$ cat config.mk
export PLATFORM = sky130hd
export DESIGN_NAME = fuse_ctl_regs
export DESIGN_NICKNAME = d
export VERILOG_FILES = /design/src/rtl/fuse_ctl_pkg.sv /design/src/rtl/fuse_ctl_decode.sv /design/src/rtl/fuse_group_lock.sv /design/src/rtl/fuse_shadow_bank.sv /design/src/rtl/fuse_ctl_regs.sv
export SDC_FILE = /design/constraint.sdc
export NUM_CORES = 2
export LEC_CHECK = 0
export ABC_AREA = 1
export BUFFER_PORTS_ARGS = -buffer_cell sky130_fd_sc_hd__buf_2
export CORE_ASPECT_RATIO = 1.25
export CORE_MARGIN = 2
export CORE_UTILIZATION = 30
export DETAILED_ROUTE_END_ITERATION = 8
export GPL_ROUTABILITY_DRIVEN = 0
export PLACE_DENSITY = 0.43
export SETUP_SLACK_MARGIN = 0.1
export SLEW_MARGIN = 20
export SYNTH_ARGS = -nofsm -noshare
export SYNTH_HDL_FRONTEND = slang
export SYNTH_SLANG_ARGS = --single-unit
$ cat constraint.sdc
create_clock -name clk_i -period 2.55 [get_ports clk_i]
set_clock_uncertainty 0.15 [all_clocks]
set_input_delay 0.51 -clock clk_i [delete_from_list [all_inputs] [get_ports clk_i]]
set_output_delay 0.51 -clock clk_i [all_outputs]
set_load 0.005 [all_outputs]
$ cat src/rtl/fuse_ctl_pkg.sv
package fuse_ctl_pkg;
  localparam logic [15:0] UNLOCK_KEY = 16'h3E77;
  localparam logic [31:0] POISON     = 32'hBADA_BADA;
  localparam logic [11:0] OFF_CTRL   = 12'h000;
  localparam logic [11:0] OFF_SET    = 12'h004;
  localparam logic [11:0] OFF_CLR    = 12'h008;
  localparam logic [11:0] OFF_TIMING = 12'h010;
  localparam int BIT_BUSY   = 8;
  localparam int BIT_ERR    = 9;
  localparam int BIT_RELOAD = 10;
  localparam int DATA_REGS  = 4;
endpackage

$ cat src/rtl/fuse_ctl_decode.sv
module fuse_ctl_decode #(
  parameter int NUM_WORDS = 16,
  parameter int IDX_W     = 4
) (
  input  logic [11:0]      addr_i,
  output logic             is_ctrl_o,
  output logic             is_set_o,
  output logic             is_clr_o,
  output logic             is_timing_o,
  output logic             is_data_o,
  output logic [1:0]       data_sel_o,
  output logic             is_shadow_o,
  output logic [IDX_W-1:0] shadow_idx_o
);
  import fuse_ctl_pkg::*;
  logic [2:0] lane;

  assign is_ctrl_o   = addr_i == OFF_CTRL;
  assign is_set_o    = addr_i == OFF_SET;
  assign is_clr_o    = addr_i == OFF_CLR;
  assign is_timing_o = addr_i == OFF_TIMING;

  assign lane        = addr_i[6:4] - 3'd2;
  assign is_data_o   = (addr_i[11:7] == 5'd0) && (addr_i[3:0] == 4'd0) &&
                       (addr_i[6:4] >= 3'd2) && (addr_i[6:4] <= 3'd5);
  assign data_sel_o  = lane[1:0];

  assign is_shadow_o  = (addr_i[11:10] == 2'b01) && (addr_i[3:0] == 4'd0) &&
                        (int'(addr_i[9:4]) < NUM_WORDS);
  assign shadow_idx_o = addr_i[4 +: IDX_W];
endmodule

$ cat src/rtl/fuse_group_lock.sv
module fuse_group_lock #(
  parameter int NUM_WORDS  = 16,
  parameter int BANK_WORDS = 1
) (
  input  logic [7:0]           addr_i,
  input  logic [NUM_WORDS-1:0] wr_lock_i,
  output logic                 locked_o
);
  int w;
  always_comb begin
    locked_o = 1'b0;
    w = 0;
    for (int k = 0; k < BANK_WORDS; k++) begin
      w = int'(addr_i) * BANK_WORDS + k;
      if (w >= NUM_WORDS) locked_o = 1'b1;
      else if (wr_lock_i[w]) locked_o = 1'b1;
    end
  end
endmodule

$ cat src/rtl/fuse_shadow_bank.sv
module fuse_shadow_bank #(
  parameter int NUM_WORDS = 16,
  parameter int IDX_W     = 4
) (
  input  logic             clk_i,
  input  logic             rst_ni,
  input  logic             reload_start_i,
  input  logic             wr_en_i,
  input  logic [IDX_W-1:0] wr_idx_i,
  input  logic [31:0]      wr_data_i,
  input  logic [IDX_W-1:0] rd_idx_i,
  output logic [31:0]      rd_word_o,
  output logic             reloading_o,
  output logic             fuse_rd_en_o,
  output logic [IDX_W-1:0] fuse_rd_addr_o,
  input  logic [31:0]      fuse_rd_data_i
);
  localparam logic [IDX_W:0]   END_CNT  = (IDX_W+1)'(NUM_WORDS);
  localparam logic [IDX_W-1:0] LAST_IDX = IDX_W'(NUM_WORDS - 1);

  logic [31:0]      mem_q [NUM_WORDS];
  logic             active_q, cap_q, issue;
  logic [IDX_W:0]   cnt_q;
  logic [IDX_W-1:0] cap_idx_q;

  assign issue          = active_q && (cnt_q < END_CNT);
  assign fuse_rd_en_o   = issue;
  assign fuse_rd_addr_o = cnt_q[IDX_W-1:0];
  assign reloading_o    = active_q;
  assign rd_word_o      = mem_q[rd_idx_i];

  always_ff @(posedge clk_i or negedge rst_ni) begin
    if (!rst_ni) begin
      active_q  <= 1'b0;
      cap_q     <= 1'b0;
      cnt_q     <= '0;
      cap_idx_q <= '0;
      for (int i = 0; i < NUM_WORDS; i++) mem_q[i] <= '0;
    end else begin
      if (reload_start_i && !active_q) begin
        active_q <= 1'b1;
        cnt_q    <= '0;
      end else if (issue) begin
        cnt_q <= cnt_q + 1'b1;
      end
      cap_q     <= issue;
      cap_idx_q <= cnt_q[IDX_W-1:0];
      if (cap_q) begin
        mem_q[cap_idx_q] <= fuse_rd_data_i;
        if (cap_idx_q == LAST_IDX) active_q <= 1'b0;
      end else if (wr_en_i) begin
        mem_q[wr_idx_i] <= wr_data_i;
      end
    end
  end
endmodule

$ cat src/rtl/fuse_ctl_regs.sv
module fuse_ctl_regs
  import fuse_ctl_pkg::*;
#(
  parameter int NUM_WORDS  = 16,
  parameter int BANK_WORDS = 1,
  localparam int IDX_W     = (NUM_WORDS > 1) ? $clog2(NUM_WORDS) : 1,
  localparam int PROG_W    = 32 * BANK_WORDS
) (
  input  logic                 clk_i,
  input  logic                 rst_ni,
  input  logic                 req_valid_i,
  output logic                 req_ready_o,
  input  logic                 req_we_i,
  input  logic [11:0]          req_addr_i,
  input  logic [31:0]          req_wdata_i,
  output logic                 rsp_valid_o,
  output logic [31:0]          rsp_rdata_o,
  input  logic [NUM_WORDS-1:0] rd_lock_i,
  input  logic [NUM_WORDS-1:0] wr_lock_i,
  output logic [31:0]          timing_o,
  output logic                 prog_req_o,
  output logic [7:0]           prog_addr_o,
  output logic [PROG_W-1:0]    prog_data_o,
  input  logic                 prog_done_i,
  output logic                 fuse_rd_en_o,
  output logic [IDX_W-1:0]     fuse_rd_addr_o,
  input  logic [31:0]          fuse_rd_data_i
);
  logic             acc, wr, rd, busy, armed, reloading, grp_locked;
  logic             dec_ctrl, dec_set, dec_clr, dec_timing, dec_data, dec_shadow;
  logic [1:0]       dec_sel;
  logic [IDX_W-1:0] dec_idx;
  logic [7:0]       addr_q, prog_addr_q;
  logic [15:0]      key_q;
  logic             err_q, prog_active_q, rsp_valid_q;
  logic [31:0]      timing_q, rsp_rdata_q, rd_val, shadow_word, ctrl_rd;
  logic [31:0]      data_q [DATA_REGS];
  logic             reload_start, shadow_we;

  fuse_ctl_decode #(.NUM_WORDS(NUM_WORDS), .IDX_W(IDX_W)) u_dec (
    .addr_i(req_addr_i), .is_ctrl_o(dec_ctrl), .is_set_o(dec_set), .is_clr_o(dec_clr),
    .is_timing_o(dec_timing), .is_data_o(dec_data), .data_sel_o(dec_sel),
    .is_shadow_o(dec_shadow), .shadow_idx_o(dec_idx)
  );

  fuse_group_lock #(.NUM_WORDS(NUM_WORDS), .BANK_WORDS(BANK_WORDS)) u_lock (
    .addr_i(addr_q), .wr_lock_i(wr_lock_i), .locked_o(grp_locked)
  );

  assign acc   = req_valid_i && req_ready_o;
  assign wr    = acc && req_we_i;
  assign rd    = acc && !req_we_i;
  assign busy  = prog_active_q || reloading;
  assign armed = key_q == UNLOCK_KEY;

  assign reload_start = wr && dec_set && req_wdata_i[BIT_RELOAD] && !busy && !err_q;
  assign shadow_we    = wr && dec_shadow && !reloading && !wr_lock_i[dec_idx] && !err_q;

  fuse_shadow_bank #(.NUM_WORDS(NUM_WORDS), .IDX_W(IDX_W)) u_shadow (
    .clk_i(clk_i), .rst_ni(rst_ni), .reload_start_i(reload_start),
    .wr_en_i(shadow_we), .wr_idx_i(dec_idx), .wr_data_i(req_wdata_i),
    .rd_idx_i(dec_idx), .rd_word_o(shadow_word), .reloading_o(reloading),
    .fuse_rd_en_o(fuse_rd_en_o), .fuse_rd_addr_o(fuse_rd_addr_o),
    .fuse_rd_data_i(fuse_rd_data_i)
  );

  assign ctrl_rd = {key_q, 5'd0, reloading, err_q, busy, addr_q};

  always_comb begin
    rd_val = '0;
    if (dec_ctrl || dec_set || dec_clr) rd_val = ctrl_rd;
    else if (dec_timing)                rd_val = timing_q;
    else if (dec_data)                  rd_val = data_q[dec_sel];
    else if (dec_shadow) begin
      if (err_q || rd_lock_i[dec_idx])  rd_val = POISON;
      else                              rd_val = shadow_word;
    end
  end

  always_ff @(posedge clk_i or negedge rst_ni) begin
    if (!rst_ni) begin
      addr_q        <= '0;
      key_q         <= '0;
      err_q         <= 1'b0;
      timing_q      <= '0;
      prog_active_q <= 1'b0;
      prog_addr_q   <= '0;
      rsp_valid_q   <= 1'b0;
      rsp_rdata_q   <= '0;
      for (int i = 0; i < DATA_REGS; i++) data_q[i] <= '0;
    end else begin
      rsp_valid_q <= acc;
      if (rd) rsp_rdata_q <= rd_val;
      if (prog_active_q && prog_done_i) prog_active_q <= 1'b0;
      if (wr) begin
        if (dec_ctrl) begin
          addr_q <= req_wdata_i[7:0];
          key_q  <= req_wdata_i[31:16];
        end
        if (dec_set) addr_q <= addr_q | req_wdata_i[7:0];
        if (dec_clr) begin
          addr_q <= addr_q & ~req_wdata_i[7:0];
          if (req_wdata_i[BIT_ERR]) err_q <= 1'b0;
        end
        if (dec_timing) timing_q <= req_wdata_i;
        if (dec_data && !busy) begin
          data_q[dec_sel] <= req_wdata_i;
          // lane 0 is the launch trigger
          if (dec_sel == 2'd0 && armed && !err_q) begin
            key_q <= '0;
            if (grp_locked) err_q <= 1'b1;
            else begin
              prog_active_q <= 1'b1;
              prog_addr_q   <= addr_q;
            end
          end
        end
        if (dec_shadow && (reloading || wr_lock_i[dec_idx])) err_q <= 1'b1;
      end
      if (rd && dec_shadow && !err_q && rd_lock_i[dec_idx]) err_q <= 1'b1;
    end
  end

  for (genvar k = 0; k < BANK_WORDS; k++) begin : g_lane
    assign prog_data_o[32*k +: 32] = data_q[k];
  end

  assign req_ready_o = !rsp_valid_q;
  assign rsp_valid_o = rsp_valid_q;
  assign rsp_rdata_o = rsp_rdata_q;
  assign timing_o    = timing_q;
  assign prog_req_o  = prog_active_q;
  assign prog_addr_o = prog_addr_q;
endmodule

==> run_results.csv <==
group,metric,value,unit
floorplanning,start_util,0.303,
global_route,grt_max_degree,78,
floorplanning,row_count,151,
clock_network,cts_buffers,87,
job,max_cap_viol_count,0,
detailed_routing,drc,0,
detailed_routing,antenna_left,0,
floorplanning,dieWidth,335,microns
timing,finalSetupViolations,0,
timing,finalHoldViolCount,0,
timing,maxSlewViolCount,0,
timing,slew_headroom,0.317,
floorplanning,die_h,418,microns
final_layout,final_cell_mix,"nand2_1 (2359), dfrtp_1 (749), nand3_1 (594), o22ai_1 (536), nor2_1 (350)",
timing,fin_crit_sh,0.933,
clock_network,cts_tree,"built",
detailed_routing,drt-initial-drc-count,4316,
placed_design,dpl_worst_slack,-0.302,ns
global_route,gr-total-overflow,0,
synthesis,ys_seq_area_frac,0.457,
power_and_ir_drop,powerDensity,563,nW/um^2
synthesis,ys_ff_latch,750,
timing,final.setup.worst_slack,0.171,ns
clock_network,cts_setup_buffers,0,
critical_path,critPathMostFrequentCell,"buf_4",
clock_network,cts-root-buf,"clkbuf_16",
placed_design,hpwl,134000,microns
floorplanning,core_area,136000,sq um
critical_path,cp_top_family,"buffers and inverters",
clock_network,clock_latency,0.71,ns
critical_path,cp.required,2.95,ns
placed_design,portBuffers,224,
final_layout,final_layout_size_suffix_gt1_frac,0.136,
floorplanning,num_io_pins,225,
final_layout,synthToLayoutAreaGrowth,21.0,%
clock_network,clkTransAtPathRegs,0.06,ns
critical_path,critPathMaxStageDelay,0.59,ns
global_route,antenna_found_initial,1,
critical_path,cp.arrival,2.78,ns
critical_path,crit_path_start_kind,"flop",
synthesis,syn_nets,5891,
final_layout,layout_commonest_cell,"nand2_1",
critical_path,worst-path-max-fanout,15,
synthesis,yosysWarnings,0,
critical_path,end_kind,"flop",
clock_network,cts_htree_levels,3,
synthesis,yosys.cell_types.count,34,
synthesis,syn-mean-instance-area,7.11,sq um
detailed_routing,wire_per_inst,25.2,microns
timing,worst_pin_slew,1.02,ns
floorplanning,fp.dieArea,140000,sq um
synthesis,synth_area,41100,sq um
critical_path,crit_chain,"buf_4 > nor3_2 > inv_1 > buf_4 > o21ai_0 > a21boi_0",
detailed_routing,firstDrtPassIters,6,
clock_network,cts.sinks,750,
critical_path,path_buf_inv,3,
critical_path,critPathKind,"flop to flop",
global_route,grt_pass1_wl,289000,microns
timing,fmax,420,MHz
power_and_ir_drop,p_leak,25.5,nW
clock_network,clk_path_buf_depth,3,
timing,finalSetupTns,0,ns
detailed_routing,viasPerCell,5.39,
power_and_ir_drop,ir_drop,0.430,mV
critical_path,crit_slowest_cell,"nor3_2",
status,outcome,"finished clean",
min_path,hp-class,"input port to flop",
detailed_routing,drt-total-wl,196000,microns
power_and_ir_drop,power.total,28.0,mW
global_route,grt_pass1_vias,40966,
detailed_routing,vias,41997,
final_layout,nNetsFinal,6079,
timing,fin_crit,2.38,ns
timing,rsz0062_at_grt,"false",
global_route,grt_util_all_layers,0.276,
synthesis,syn_inst,5777,
logic make-up (layout without fill, tap and decap cells):
group                    Yosys count  after routing  synth area share
AO/OA/AOI/OAI                    908            908             0.132
XOR/XNOR                           3              3          0.000640
adder cells (fa/ha/maj)            1              1          0.000305
buffers and inverters            705            959            0.0738
flip-flops                       750            750             0.457
multiplexers                       9              9           0.00219
other                              0              1                 0
AND/OR/NAND/NOR                 3401           3401             0.334
final timing paths:
kind | from | to | slack [ns] | depth (start not counted)
hold / removal | req_wdata_i[20] | key_q[4]$_DFFE_PN0N_ | 0.09 | 3
setup reg to reg | rsp_valid_o$_DFF_PN0_ | rsp_rdata_o[0]$_DFFE_PN0P_ | 0.17 | 6
max in group asynchronous | rst_ni | err_q$_DFFE_PN0P_ | 1.20 | 4
hold reg to reg | u_shadow.mem_q[302]$_DFFE_PN0P_ | u_shadow.mem_q[302]$_DFFE_PN0P_ | 0.32 | 2
min in group asynchronous | rst_ni | u_shadow.mem_q[229]$_DFFE_PN0P_ | 0.12 | 2
setup / recovery | rsp_valid_o$_DFF_PN0_ | rsp_rdata_o[0]$_DFFE_PN0P_ | 0.17 | 6
worst register-to-register path, cell delays in order (launching register included):
cell and delay (ns):
dfrtp_1 0.39, buf_4 0.15, nor3_2 0.59, inv_1 0.19, buf_4 0.25, o21ai_0 0.36, a21boi_0 0.16
cell type report:
| class | instances | area (sq um) |
|---|---|---|
| Antenna cell | 1 | 2.50 |
| Clock buffer | 128 | 2470 |
| Fill cell | 14559 | 86000 |
| Sequential cell | 750 | 18800 |
| Multi-Input combinational cell | 4322 | 19400 |
| Clock inverter | 27 | 307 |
| Timing Repair Buffer | 622 | 5840 |
| Inverter | 182 | 691 |
| Tap cell | 1759 | 2200 |
timing repair:
| item | 4_1_cts | 5_1_grt |
|---|---|---|
| hold buffers | 6 | 0 |
| endpoints found under the setup margin | 240 | 479 |
| hold endpoints to repair | 304 | 0 |
| gates cloned | 1 | 1 |
| resized for setup | 6 | 8 |
| pin swaps | 0 | 1 |
Yosys cell counts (all sizes together):
master | number | area [sq um]
a211oi | 4 | 30.0
a21boi | 11 | 82.6
a21oi | 57 | 285
a22oi | 57 | 428
a41oi | 1 | 8.76
buf | 219 | 1210
clkbuf | 304 | 1140
clkinv | 36 | 135
dfrtp | 750 | 18800
ha | 1 | 12.5
inv | 146 | 548
mux2i | 9 | 90.1
nand2 | 2369 | 8890
nand3 | 595 | 2980
nand4 | 29 | 181
nor2 | 359 | 1360
nor3 | 6 | 40.0
nor4 | 2 | 12.5
o2111ai | 1 | 8.76
o211ai | 3 | 22.5
o21ai | 238 | 1190
o22ai | 536 | 3350
or2 | 41 | 257
xnor2 | 2 | 17.5
xor2 | 1 | 8.76
report_power, final:
part	total, mW	switching (mW)	internal [mW]
clock	12.9	5.56	7.31
sequential	12.2	0.111	12.0
combinational	2.96	2.03	0.927
per-layer routing:
| layer | global-route usage | share of wire | vias to the layer above |
|---|---|---|---|
| li1 | - | - | 19422 |
| met1 | 0.383 | 0.45 | 20506 |
| met2 | 0.441 | 0.46 | 1750 |
| met3 | 0.0404 | 0.067 | 319 |
| met4 | 0.0909 | 0.030 | 0 |
| met5 | 0 | 0 | - |
registers in the layout (all words and copies together), names as in the netlist, 8 cells and up:
name,flops
prog_addr_o,8
timing_o,32
key_q,16
u_shadow.mem_q,512
addr_q,8
data_q,96
rsp_rdata_o,32
prog_data_o,32
stage by stage:
stage | hold slack (ns) | instance area [sq um] | util | cells
final | 0.0890 | 49700 | 0.366 | 7791
after global routing | 0.0828 | 49700 | 0.366 | 7790
after CTS | 0.0392 | 49600 | 0.366 | 7789
after detailed placement | 0.255 | 46700 | 0.344 | 7627
after global placement | 0.251 | 46700 | 0.344 | 7627
after floorplan | 0.0644 | 41100 | - | 5777
(Power assumes the default switching activity.)
